File: config.mk
export PLATFORM = sky130hd
export DESIGN_NAME = gpio_bank_regs
export DESIGN_NICKNAME = d
export VERILOG_FILES = /design/src/rtl/gpio_bank_pkg.sv /design/src/rtl/gpio_in_sync.sv /design/src/rtl/gpio_pin_cfg.sv /design/src/rtl/gpio_bank_regs.sv
export SDC_FILE = /design/constraint.sdc
export NUM_CORES = 2
export LEC_CHECK = 0
export BUFFER_PORTS_ARGS = -buffer_cell sky130_fd_sc_hd__clkbuf_2
export CORE_MARGIN = 2
export CORE_UTILIZATION = 25
export DETAILED_ROUTE_END_ITERATION = 6
export GPL_ROUTABILITY_DRIVEN = 0
export GPL_TIMING_DRIVEN = 0
export PLACE_DENSITY = 0.41
export SYNTH_ARGS = -nofsm -noshare
export SYNTH_HDL_FRONTEND = slang
export SYNTH_SLANG_ARGS = --single-unit
File: constraint.sdc
create_clock -name clk_i -period 2.5 [get_ports clk_i]
set_input_delay 0.5 -clock clk_i [delete_from_list [all_inputs] [get_ports clk_i]]
set_output_delay 0.5 -clock clk_i [all_outputs]
set_load 0.01 [all_outputs]
File: src/rtl/gpio_bank_pkg.sv
package gpio_bank_pkg;
  localparam int unsigned DATA_W = 32;

  localparam int unsigned C1_OUT   = 31;
  localparam int unsigned C1_IN    = 30;
  localparam int unsigned C1_TRIG  = 4;
  localparam int unsigned C1_INV   = 3;
  localparam int unsigned C1_DIR   = 2;
  localparam int unsigned C1_USE   = 0;
  localparam int unsigned C2_SDIS  = 2;

  typedef struct packed {
    logic       out_lvl;
    logic       trig_level;
    logic       trig_inv;
    logic       dir_in;
    logic       use_gpio;
    logic       sense_dis;
    logic [1:0] pull;
  } pin_cfg_t;

  localparam pin_cfg_t PIN_CFG_RST = '{
    out_lvl: 1'b0, trig_level: 1'b0, trig_inv: 1'b0, dir_in: 1'b1,
    use_gpio: 1'b1, sense_dis: 1'b1, pull: 2'b00};
endpackage

File: src/rtl/gpio_in_sync.sv
module gpio_in_sync #(
  parameter int unsigned WIDTH = 94
) (
  input  logic             clk_i,
  input  logic             rst_ni,
  input  logic [WIDTH-1:0] async_i,
  output logic [WIDTH-1:0] sync_o
);
  logic [WIDTH-1:0] meta_q, sync_q;

  always_ff @(posedge clk_i or negedge rst_ni) begin
    if (!rst_ni) begin
      meta_q <= '0;
      sync_q <= '0;
    end else begin
      meta_q <= async_i;
      sync_q <= meta_q;
    end
  end

  assign sync_o = sync_q;
endmodule

File: src/rtl/gpio_pin_cfg.sv
module gpio_pin_cfg
  import gpio_bank_pkg::*;
(
  input  logic              clk_i,
  input  logic              rst_ni,
  input  logic              wr_c1_i,
  input  logic              wr_c2_i,
  input  logic [DATA_W-1:0] wdata_i,
  input  logic              in_sync_i,
  output logic [DATA_W-1:0] cfg1_rd_o,
  output logic [DATA_W-1:0] cfg2_rd_o,
  output pin_cfg_t          cfg_o,
  output logic              sense_o
);
  pin_cfg_t cfg_q;

  always_ff @(posedge clk_i or negedge rst_ni) begin
    if (!rst_ni) begin
      cfg_q <= PIN_CFG_RST;
    end else begin
      if (wr_c1_i) begin
        cfg_q.out_lvl    <= wdata_i[C1_OUT];
        cfg_q.trig_level <= wdata_i[C1_TRIG];
        cfg_q.trig_inv   <= wdata_i[C1_INV];
        cfg_q.dir_in     <= wdata_i[C1_DIR];
        cfg_q.use_gpio   <= wdata_i[C1_USE];
      end
      if (wr_c2_i) begin
        cfg_q.sense_dis <= wdata_i[C2_SDIS];
        cfg_q.pull      <= wdata_i[1:0];
      end
    end
  end

  assign sense_o = in_sync_i & ~cfg_q.sense_dis;
  assign cfg_o   = cfg_q;

  always_comb begin
    cfg1_rd_o          = '0;
    cfg1_rd_o[C1_OUT]  = cfg_q.out_lvl;
    cfg1_rd_o[C1_IN]   = sense_o;
    cfg1_rd_o[C1_TRIG] = cfg_q.trig_level;
    cfg1_rd_o[C1_INV]  = cfg_q.trig_inv;
    cfg1_rd_o[C1_DIR]  = cfg_q.dir_in;
    cfg1_rd_o[C1_USE]  = cfg_q.use_gpio;
    cfg2_rd_o          = '0;
    cfg2_rd_o[C2_SDIS] = cfg_q.sense_dis;
    cfg2_rd_o[1:0]     = cfg_q.pull;
  end
endmodule

File: src/rtl/gpio_bank_regs.sv
module gpio_bank_regs
  import gpio_bank_pkg::*;
#(
  parameter int unsigned NUM_PINS = 94,
  parameter int unsigned ADDR_W   = 12
) (
  input  logic                  clk_i,
  input  logic                  rst_ni,
  input  logic                  wr_en_i,
  input  logic                  rd_en_i,
  input  logic [ADDR_W-1:0]     addr_i,
  input  logic [DATA_W-1:0]     wdata_i,
  output logic [DATA_W-1:0]     rdata_o,
  input  logic [NUM_PINS-1:0]   pad_i,
  output logic [NUM_PINS-1:0]   gpio_o,
  output logic [NUM_PINS-1:0]   gpio_oe_o,
  output logic [NUM_PINS-1:0]   owner_o,
  output logic [NUM_PINS-1:0]   use_gpio_o,
  output logic [NUM_PINS-1:0]   sense_en_o,
  output logic [NUM_PINS-1:0]   sense_o,
  output logic [NUM_PINS-1:0]   trig_level_o,
  output logic [NUM_PINS-1:0]   trig_inv_o,
  output logic [2*NUM_PINS-1:0] pull_o,
  output logic                  irq_line_sel_o
);
  localparam int unsigned NUM_WORDS = (NUM_PINS + 31) / 32;
  localparam int unsigned WIDX_W    = (NUM_WORDS > 1) ? $clog2(NUM_WORDS) : 1;
  localparam int unsigned PIN_W     = (NUM_PINS > 1) ? $clog2(NUM_PINS) : 1;
  localparam int unsigned PSEL_W    = ADDR_W - 3;
  localparam logic [ADDR_W-1:0] CTRL_OFF = ADDR_W'(12'h07C);
  localparam logic [ADDR_W-1:0] CFG_BASE = ADDR_W'(12'h100);
  localparam logic [ADDR_W-1:0] CFG_END  = ADDR_W'(256 + 8 * NUM_PINS);
  localparam logic [ADDR_W-1:0] BM_END   = ADDR_W'(4 * NUM_WORDS);

  // address decode
  logic              aligned, bm_hit, ctrl_hit, cfg_hit;
  logic [ADDR_W-1:0] cfg_off;
  logic [PSEL_W-1:0] pin_sel;
  logic [WIDX_W-1:0] word_sel;
  logic [PIN_W-1:0]  pin_idx;

  assign aligned  = (addr_i[1:0] == 2'b00);
  assign bm_hit   = aligned && (addr_i < BM_END);
  assign ctrl_hit = (addr_i == CTRL_OFF);
  assign cfg_hit  = aligned && (addr_i >= CFG_BASE) && (addr_i < CFG_END);
  assign cfg_off  = addr_i - CFG_BASE;
  assign pin_sel  = cfg_off[ADDR_W-1:3];
  assign pin_idx  = pin_sel[PIN_W-1:0];
  assign word_sel = addr_i[2 +: WIDX_W];

  // bitmapped ownership and global control
  logic [NUM_PINS-1:0] owner_q;
  logic                line_sel_q;

  for (genvar p = 0; p < NUM_PINS; p++) begin : g_owner
    always_ff @(posedge clk_i or negedge rst_ni) begin
      if (!rst_ni) owner_q[p] <= 1'b1;
      else if (wr_en_i && bm_hit && word_sel == WIDX_W'(p / 32))
        owner_q[p] <= wdata_i[p % 32];
    end
  end

  always_ff @(posedge clk_i or negedge rst_ni) begin
    if (!rst_ni) line_sel_q <= 1'b0;
    else if (wr_en_i && ctrl_hit) line_sel_q <= wdata_i[0];
  end

  // per-pin configuration
  logic [NUM_PINS-1:0] in_sync;
  logic [DATA_W-1:0]   cfg1_rd [NUM_PINS];
  logic [DATA_W-1:0]   cfg2_rd [NUM_PINS];

  gpio_in_sync #(.WIDTH(NUM_PINS)) i_sync (
    .clk_i  (clk_i),
    .rst_ni (rst_ni),
    .async_i(pad_i),
    .sync_o (in_sync)
  );

  for (genvar p = 0; p < NUM_PINS; p++) begin : g_pin
    logic     sel;
    pin_cfg_t cfg;
    assign sel = wr_en_i && cfg_hit && (pin_sel == PSEL_W'(p));

    gpio_pin_cfg i_cfg (
      .clk_i    (clk_i),
      .rst_ni   (rst_ni),
      .wr_c1_i  (sel && !addr_i[2]),
      .wr_c2_i  (sel && addr_i[2]),
      .wdata_i  (wdata_i),
      .in_sync_i(in_sync[p]),
      .cfg1_rd_o(cfg1_rd[p]),
      .cfg2_rd_o(cfg2_rd[p]),
      .cfg_o    (cfg),
      .sense_o  (sense_o[p])
    );

    assign gpio_o[p]         = cfg.out_lvl;
    assign gpio_oe_o[p]      = cfg.use_gpio & ~cfg.dir_in;
    assign use_gpio_o[p]     = cfg.use_gpio;
    assign sense_en_o[p]     = ~cfg.sense_dis;
    assign trig_level_o[p]   = cfg.trig_level;
    assign trig_inv_o[p]     = cfg.trig_inv;
    assign pull_o[2*p +: 2]  = cfg.pull;
  end

  assign owner_o        = owner_q;
  assign irq_line_sel_o = line_sel_q;

  // read path
  logic [NUM_WORDS*32-1:0] owner_pad;
  logic [DATA_W-1:0]       rd_mux;

  assign owner_pad = (NUM_WORDS*32)'(owner_q);

  always_comb begin
    rd_mux = '0;
    if (bm_hit)        rd_mux = owner_pad[32*word_sel +: 32];
    else if (ctrl_hit) rd_mux = DATA_W'(line_sel_q);
    else if (cfg_hit)  rd_mux = addr_i[2] ? cfg2_rd[pin_idx] : cfg1_rd[pin_idx];
  end

  always_ff @(posedge clk_i or negedge rst_ni) begin
    if (!rst_ni)      rdata_o <= '0;
    else if (rd_en_i) rdata_o <= rd_mux;
  end
endmodule

=== Word-level counts from Yosys, hierarchy flattened ===
Cells that the tools add are included.

* Word-level logic and storage cells: 1,540
* Input bits: 142
* Memory bits (read-only): 0
* Memory bits (writable): 0
* Latch bits: 0
* Memories: 0
* Register bits after elaboration: 1,067

* Reduce and logical (&&, ||, !) cells: 295
* Shift-type cells: 1
* Multiply operators: 0
* Div/mod/pow operators: 0
* $add $sub $neg: 1
* $lt $le $gt $ge: 4
* Equal/unequal tests: 96
* Muxes and demuxes: 10
* Bitwise gates (word level): 377

{| class="wikitable"
|+ Operators by type and width
! operator !! count
|-
| 32-bit binary-select mux with 7-bit select || 2
|-
| 1-bit logical AND || 291
|-
| 9-bit by 6-bit equality test with 1-bit output (second input constant) || 32
|-
| 9-bit by 7-bit equality test with 1-bit output (second input constant) || 30
|-
| 32-bit 2-to-1 mux || 8
|-
| 1-bit AND || 188
|-
| 1-bit inverter || 188
|-
| 9-bit by 5-bit equality test with 1-bit output (second input constant) || 16
|-
| 96-bit by 8-bit variable part select with 32-bit output || 1
|-
| 9-bit by 4-bit equality test with 1-bit output (second input constant) || 8
|-
| 9-bit by 3-bit equality test with 1-bit output (second input constant) || 4
|-
| 9-bit by 2-bit equality test with 1-bit output (second input constant) || 2
|-
| 12-bit by 7-bit equality test with 1-bit output (second input constant) || 1
|-
| 12-bit by 9-bit >= comparator with 1-bit output (second input constant) || 1
|-
| 12-bit by 10-bit < comparator with 1-bit output (second input constant) || 1
|-
| 12-bit by 4-bit < comparator with 1-bit output (second input constant) || 1
|-
| 12-bit by 9-bit subtractor with 12-bit output (second input constant) || 1
|-
| 9-bit by 1-bit equality test with 1-bit output (second input constant) || 1
|-
| 9-bit zero test || 1
|-
| 8-bit >= comparator (second input constant) || 1
|-
| 7-bit inverter with 8-bit output || 1
|-
| 2-bit zero test || 2
|-
| 2-bit by 1-bit equality test with 1-bit output (second input constant) || 1
|-
| 2-bit equality test (second input constant) || 1
|-
| 1-bit zero test || 1
|}

=== Depth between registers and ports, before layout ===
* Depth after elaboration: 9
* Depth in mapped cells: 12

=== By module ===
Synthesis repeated with hierarchy kept, for this count alone.

* Cell total of the unflattened synthesis: 12,998
* Area total of the unflattened synthesis: 135,713.9 µm²

{| class="wikitable"
|+ Modules (own cells, without submodules)
! module !! area each (µm²) !! times used !! cells an instance !! seq. area each (µm²)
|-
| gpio_pin_cfg || 784.5 || 94 || 82 || 203.9
|-
| gpio_bank_regs || 57,266.2 || 1 || 5,102 || 3,295.7
|-
| gpio_in_sync || 4,704.5 || 1 || 188 || 4,704.5
|}

=== Worst setup path after synthesis ===
Ideal clock, no wire load.

* Path kind: input to register
* Start point: in addr_i[3]
* End point: reg rdata_o[0]
* Data required time: 2,374 ps
* Library setup time: 126 ps
* Buffers on the path: 4
* Setup slack: -337 ps
* Stages: 8
* Arrival: 2,711 ps
* Cell sequence: buf_2 -> buf_4 -> buf_2 -> buf_2 -> mux4_2 -> a2111oi_0 -> nor4b_1 -> a311o_1

* Longest elaborated chain between the ends: 9
* Elaborated cells between the ends (all ways): 20
* Those cells by class: add/sub: 1; order compare: 3; eq/ne: 1; shift: 1; mux: 10; bitwise: 1; reduce/logical: 3

{| class="wikitable"
|+ RTL lines
! element !! RTL line !! source
|-
| from (decl) || gpio_bank_regs.sv:11 || <nowiki>input logic [ADDR_W-1:0] addr_i,</nowiki>
|-
| 12-bit by 9-bit subtractor with 12-bit output || gpio_bank_regs.sv:46 || <nowiki>assign cfg_off = addr_i - CFG_BASE;</nowiki>
|-
| 7-bit inverter with 8-bit output (implied by the code) || gpio_bank_regs.sv:120 || <nowiki>else if (cfg_hit) rd_mux = addr_i[2] ? cfg2_rd[pin_idx] : cfg1_rd[pin_idx];</nowiki>
|-
| 32-bit binary-select mux with 7-bit select || gpio_bank_regs.sv:120 ||
|-
| 32-bit 2-to-1 mux (implied by the code) (2 in series) || gpio_bank_regs.sv:120 ||
|-
| 32-bit 2-to-1 mux (2 in series) || gpio_bank_regs.sv:120 ||
|-
| 32-bit 2-to-1 mux || gpio_bank_regs.sv:119 || <nowiki>else if (ctrl_hit) rd_mux = DATA_W'(line_sel_q);</nowiki>
|-
| 32-bit 2-to-1 mux (*) || gpio_bank_regs.sv:118 || <nowiki>if (bm_hit) rd_mux = owner_pad[32*word_sel +: 32];</nowiki>
|-
| to (signal assigned) || gpio_bank_regs.sv:125 || <nowiki>else if (rd_en_i) rdata_o <= rd_mux;</nowiki>
|-
| to (decl) || gpio_bank_regs.sv:13 || <nowiki>output logic [DATA_W-1:0] rdata_o,</nowiki>
|}

Mark *: on every way between the ends. The rest lies on a longest branch, timed or not. The select of a mux whose other input is x is not followed.
A chain may end at the register's enable or synchronous reset.

=== Worst setup path in the final report ===
* Start point: in addr_i[5]
* End point: reg rdata_o[31]

Same word-level chain as after synthesis.

==> flow_summary.yaml <==
outcome:
  outcome: "complete, but fails checks"
  violations: "setup timing"
yosys:
  syn_avg_cell_area_um2: 13.33
  synth-edff-count: 0
  synth-seq-cells: 1067
  syn-cell-area_um2: 53030
  syn_inst: 3978
  yosysTopAreaCell: "dfrtp_1"
  synth_most_common_cell: "mux2_2"
  yosysTopAreaCellShare_pct: 32.61
  synth_fp_nets: 4124
  synth_top_flop_cell: "dfrtp_1"
  synth_cell_types: 67
  yosysWarnings: 0
  synth_common_cells: "mux2_2 (876), dfrtp_1 (691), buf_4 (679), dfstp_2 (376), mux4_2 (209)"
  synth-seq-area-share_pct: 51.24
  synth_area_leaders: "dfrtp_1 (33%), dfstp_2 (19%), mux2_2 (19%), buf_4 (9.6%), mux4_2 (8.9%)"
  ys_async_sr_fraction_pct: 100.0
finish:
  nets: 5568
  fin_util_pct: 34.08
  syn_to_final_growth_pct: 35.89
  drive_gt1_share_pct: 71.07
detailed_routing:
  via_count: 39680
  drtIter0Drc: 2527
  drtAntennaViolNets: 0
  drc: 0
  avgViaCountPerCell: 4.737
  avgRoutedWirePerCell_um: 38.31
  drtPass1Iterations: 6
  wl_um: 320900
worst_setup_path:
  critical_path.top_delay_family: "simple AND/OR/NAND/NOR gates"
  worstPathMaxFanout: 10
  rrSetupSlack_ps: -30
  endpoint: "rdata_o[31]"
  required_ps: 3220
  path_cells: "clkbuf_2 -> buf_4 -> nor2b_2 -> clkbuf_4 -> a22oi_1 -> a21oi_2 -> nor4_4 -> nor3_1 -> o22a_1"
  worst_setup_path_start_kind: "primary input"
  crit_arrival_ps: 3420
  cp_slowest_cell: "clkbuf_4"
  max_stage_delay_ps: 550
  endpoint_kind: "register"
  startpoint: "addr_i[5]"
  r2r_end: "rdata_o[30]"
  cp.depth: 9
  reg2reg_depth: 6
  worstSetupPathType: "in -> reg"
  timing.rr.start: "g_pin[16].i_cfg.cfg2_rd_o[2]"
  cp_num_buf_inv: 3
global_route:
  gr-usage-met2_pct: 50.29
  met1_usage_pct: 35.42
  grt_overflow: 0
  grt_most_used_layer: "met2"
  antenna_found_initial: 44
  use_met3_pct: 6.355
  grt_pass1_vias: 41410
  grt_max_degree: 106
  grt_pass1_wl_um: 414400
  grt_usage_pct: 29.10
pwr:
  seq_power_share_pct: 41.6
  clkPwrFrac_pct: 49.3
  p_switching_mw: 11.51
  powerDensity_nw_per_um2: 591.4
  leakage_nw: 34.09
  power_frac_comb_pct: 9.1
  swShare_pct: 27.00
  irDropWorstVdd_mv: 0.7144
  intPower_mw: 31.11
floorplan:
  start_util_pct: 25.08
  dieArea_um2: 215800
  num_io_pins: 1115
  coreArea_um2: 211500
  die_w_um: 464.5
  die_h_um: 464.5
  rows: 169
clock_network:
  cts_buffers: 140
  cts_tree: "done"
  cts_max_path_buffers: 3
  cts.clk_slew.worst_paths_ps: 60
  cts_num_sinks: 1067
  htree_num_levels: 4
  clk-insertion-delay-late_ps: 810
  root_buffer: "clkbuf_16"
placed_design:
  port_buffers: 1106
  hpwl_um: 243700
sta:
  period_needed_ps: 2694
  hold_viol: 0
  fmax_mhz: 371.2
  tightest_slew_ps: 1454
  fin_crit_sh_pct: 107.8
  relSlewSlack_pct: 3.096
  fin_skew_ps: 24.78
  rsz0062_at_grt: "yes"
  timing.final.ws_setup_ps: -194.1
  setup_viol: 20
  slew_violations: 0
  whs_ps: 65.80
worst_hold_path:
  hold_class: "in -> async"
flow_run:
  cap_violations: 0
## placed cells by master, fill, tap and decap left out, drive strengths merged, types with 19 or more instances in the layout
cell / n
inv: 105
o2bb2ai: 26
mux4: 209
o21ai: 40
nor2: 177
nor2b: 198
nand2: 146
dfrtp: 691
clkbuf: 1433
buf: 829
clkinv: 30
a22oi: 19
mux2: 878
dlygate4sd3: 121
dfstp: 376
mux2i: 68
## cell families after synthesis
family                     count (synthesis)  synth area share [%]
buffers and inverters                    975                 11.85
AOI/OAI and AO/OA                        176                 2.345
adders and majority gates                  4               0.09439
muxes                                   1155                 28.81
xor gates and xnor gates                   3               0.04956
DFF                                     1067                 51.24
and+or+nand+nor                          598                 5.614
## worst reg2reg max path: stages, from the launching register on
cell     delay [ps]
dfstp_2         580
nor2b_1         110
mux4_2          540
a22oi_2         310
nand3_1         190
a41oi_4         500
o41ai_2         140
## power groups by stage
stage                     Combinational (mW)  Clock (mW)  Sequential [mW]
after floorplan                         1.17           0             18.0
after global placement                  3.27           0             18.0
after detailed placement                3.37           0             18.0
after CTS                               3.88        21.4             17.7
after global routing                    4.02        22.1             17.7
final                                   3.87        21.0             17.7
## area by class of cell
type	instances	area, µm²
fillers	21320	139400
flip-flops and latches	1067	27170
multi-input cells	1936	21250
repair buffers	1303	7940
plain buffers	872	7015
clock buffers	209	4105
well taps	2821	3530
clock inverters	48	590.6
inverters	102	411.6
diodes	18	45.04
## routing by layer
layer | vias to the layer above | share of wire, %
met3 | 417 | 6.2
met2 | 1594 | 50
met5 | - | 0.0059
met4 | 4 | 4.1
li1 | 16290 | -
met1 | 21370 | 40
## per-stage QoR
stage | setup slack, ps | TNS, ps | total power, mW | cells | area [µm²]
3_5_place_dp | -3805 | -1790110 | 21.38 | 7923 | 63550
4_1_cts | -84.85 | -207.4 | 43.02 | 8339 | 71660
6_report | -194.1 | -656.1 | 42.61 | 8376 | 72060
2_1_floorplan | -135.5 | -19450 | 19.16 | 3978 | 54030
3_3_place_gp | -27600 | - | 21.28 | 7905 | 63100
5_1_grt | -109.5 | -182.6 | 43.88 | 8364 | 72030
## worst min path at each step
stage	startpoint	endpoint	slack (ps)	cells after the start
3_3_place_gp	i_sync.meta_q[5]	i_sync.sync_o[5]	330	0
5_1_grt	wdata_i[27]	owner_o[91]	30	2
3_5_place_dp	i_sync.meta_q[17]	i_sync.sync_o[17]	330	0
6_report	rst_ni	g_pin[22].i_cfg.cfg2_rd_o[2]	70	4
2_1_floorplan	rst_ni	g_pin[0].i_cfg.cfg1_rd_o[31]	200	0
4_1_cts	rst_ni	g_pin[22].i_cfg.cfg2_rd_o[2]	10	4
## registers in the layout (all words and copies together) (netlist names)
| name | cells |
|---|---|
| g_pin.i_cfg.cfg1_rd_o | 470 |
| g_pin.i_cfg.cfg2_rd_o | 282 |
| i_sync.meta_q | 94 |
| i_sync.sync_o | 94 |
| irq_line_sel_o | 1 |
| owner_o | 94 |
| rdata_o | 32 |
## what timing repair did
| action | 4_1_cts | 5_1_grt |
|---|---|---|
| setup endpoints to repair | 895 | 169 |
| hold endpoints to repair | 230 | 0 |
| resized for setup | 417 | 40 |
| cloned | 0 | 1 |
| hold buffers | 129 | 0 |
| setup buffers | 31 | 18 |
| pin swaps | 25 | 15 |
(Power assumes the default switching activity.)
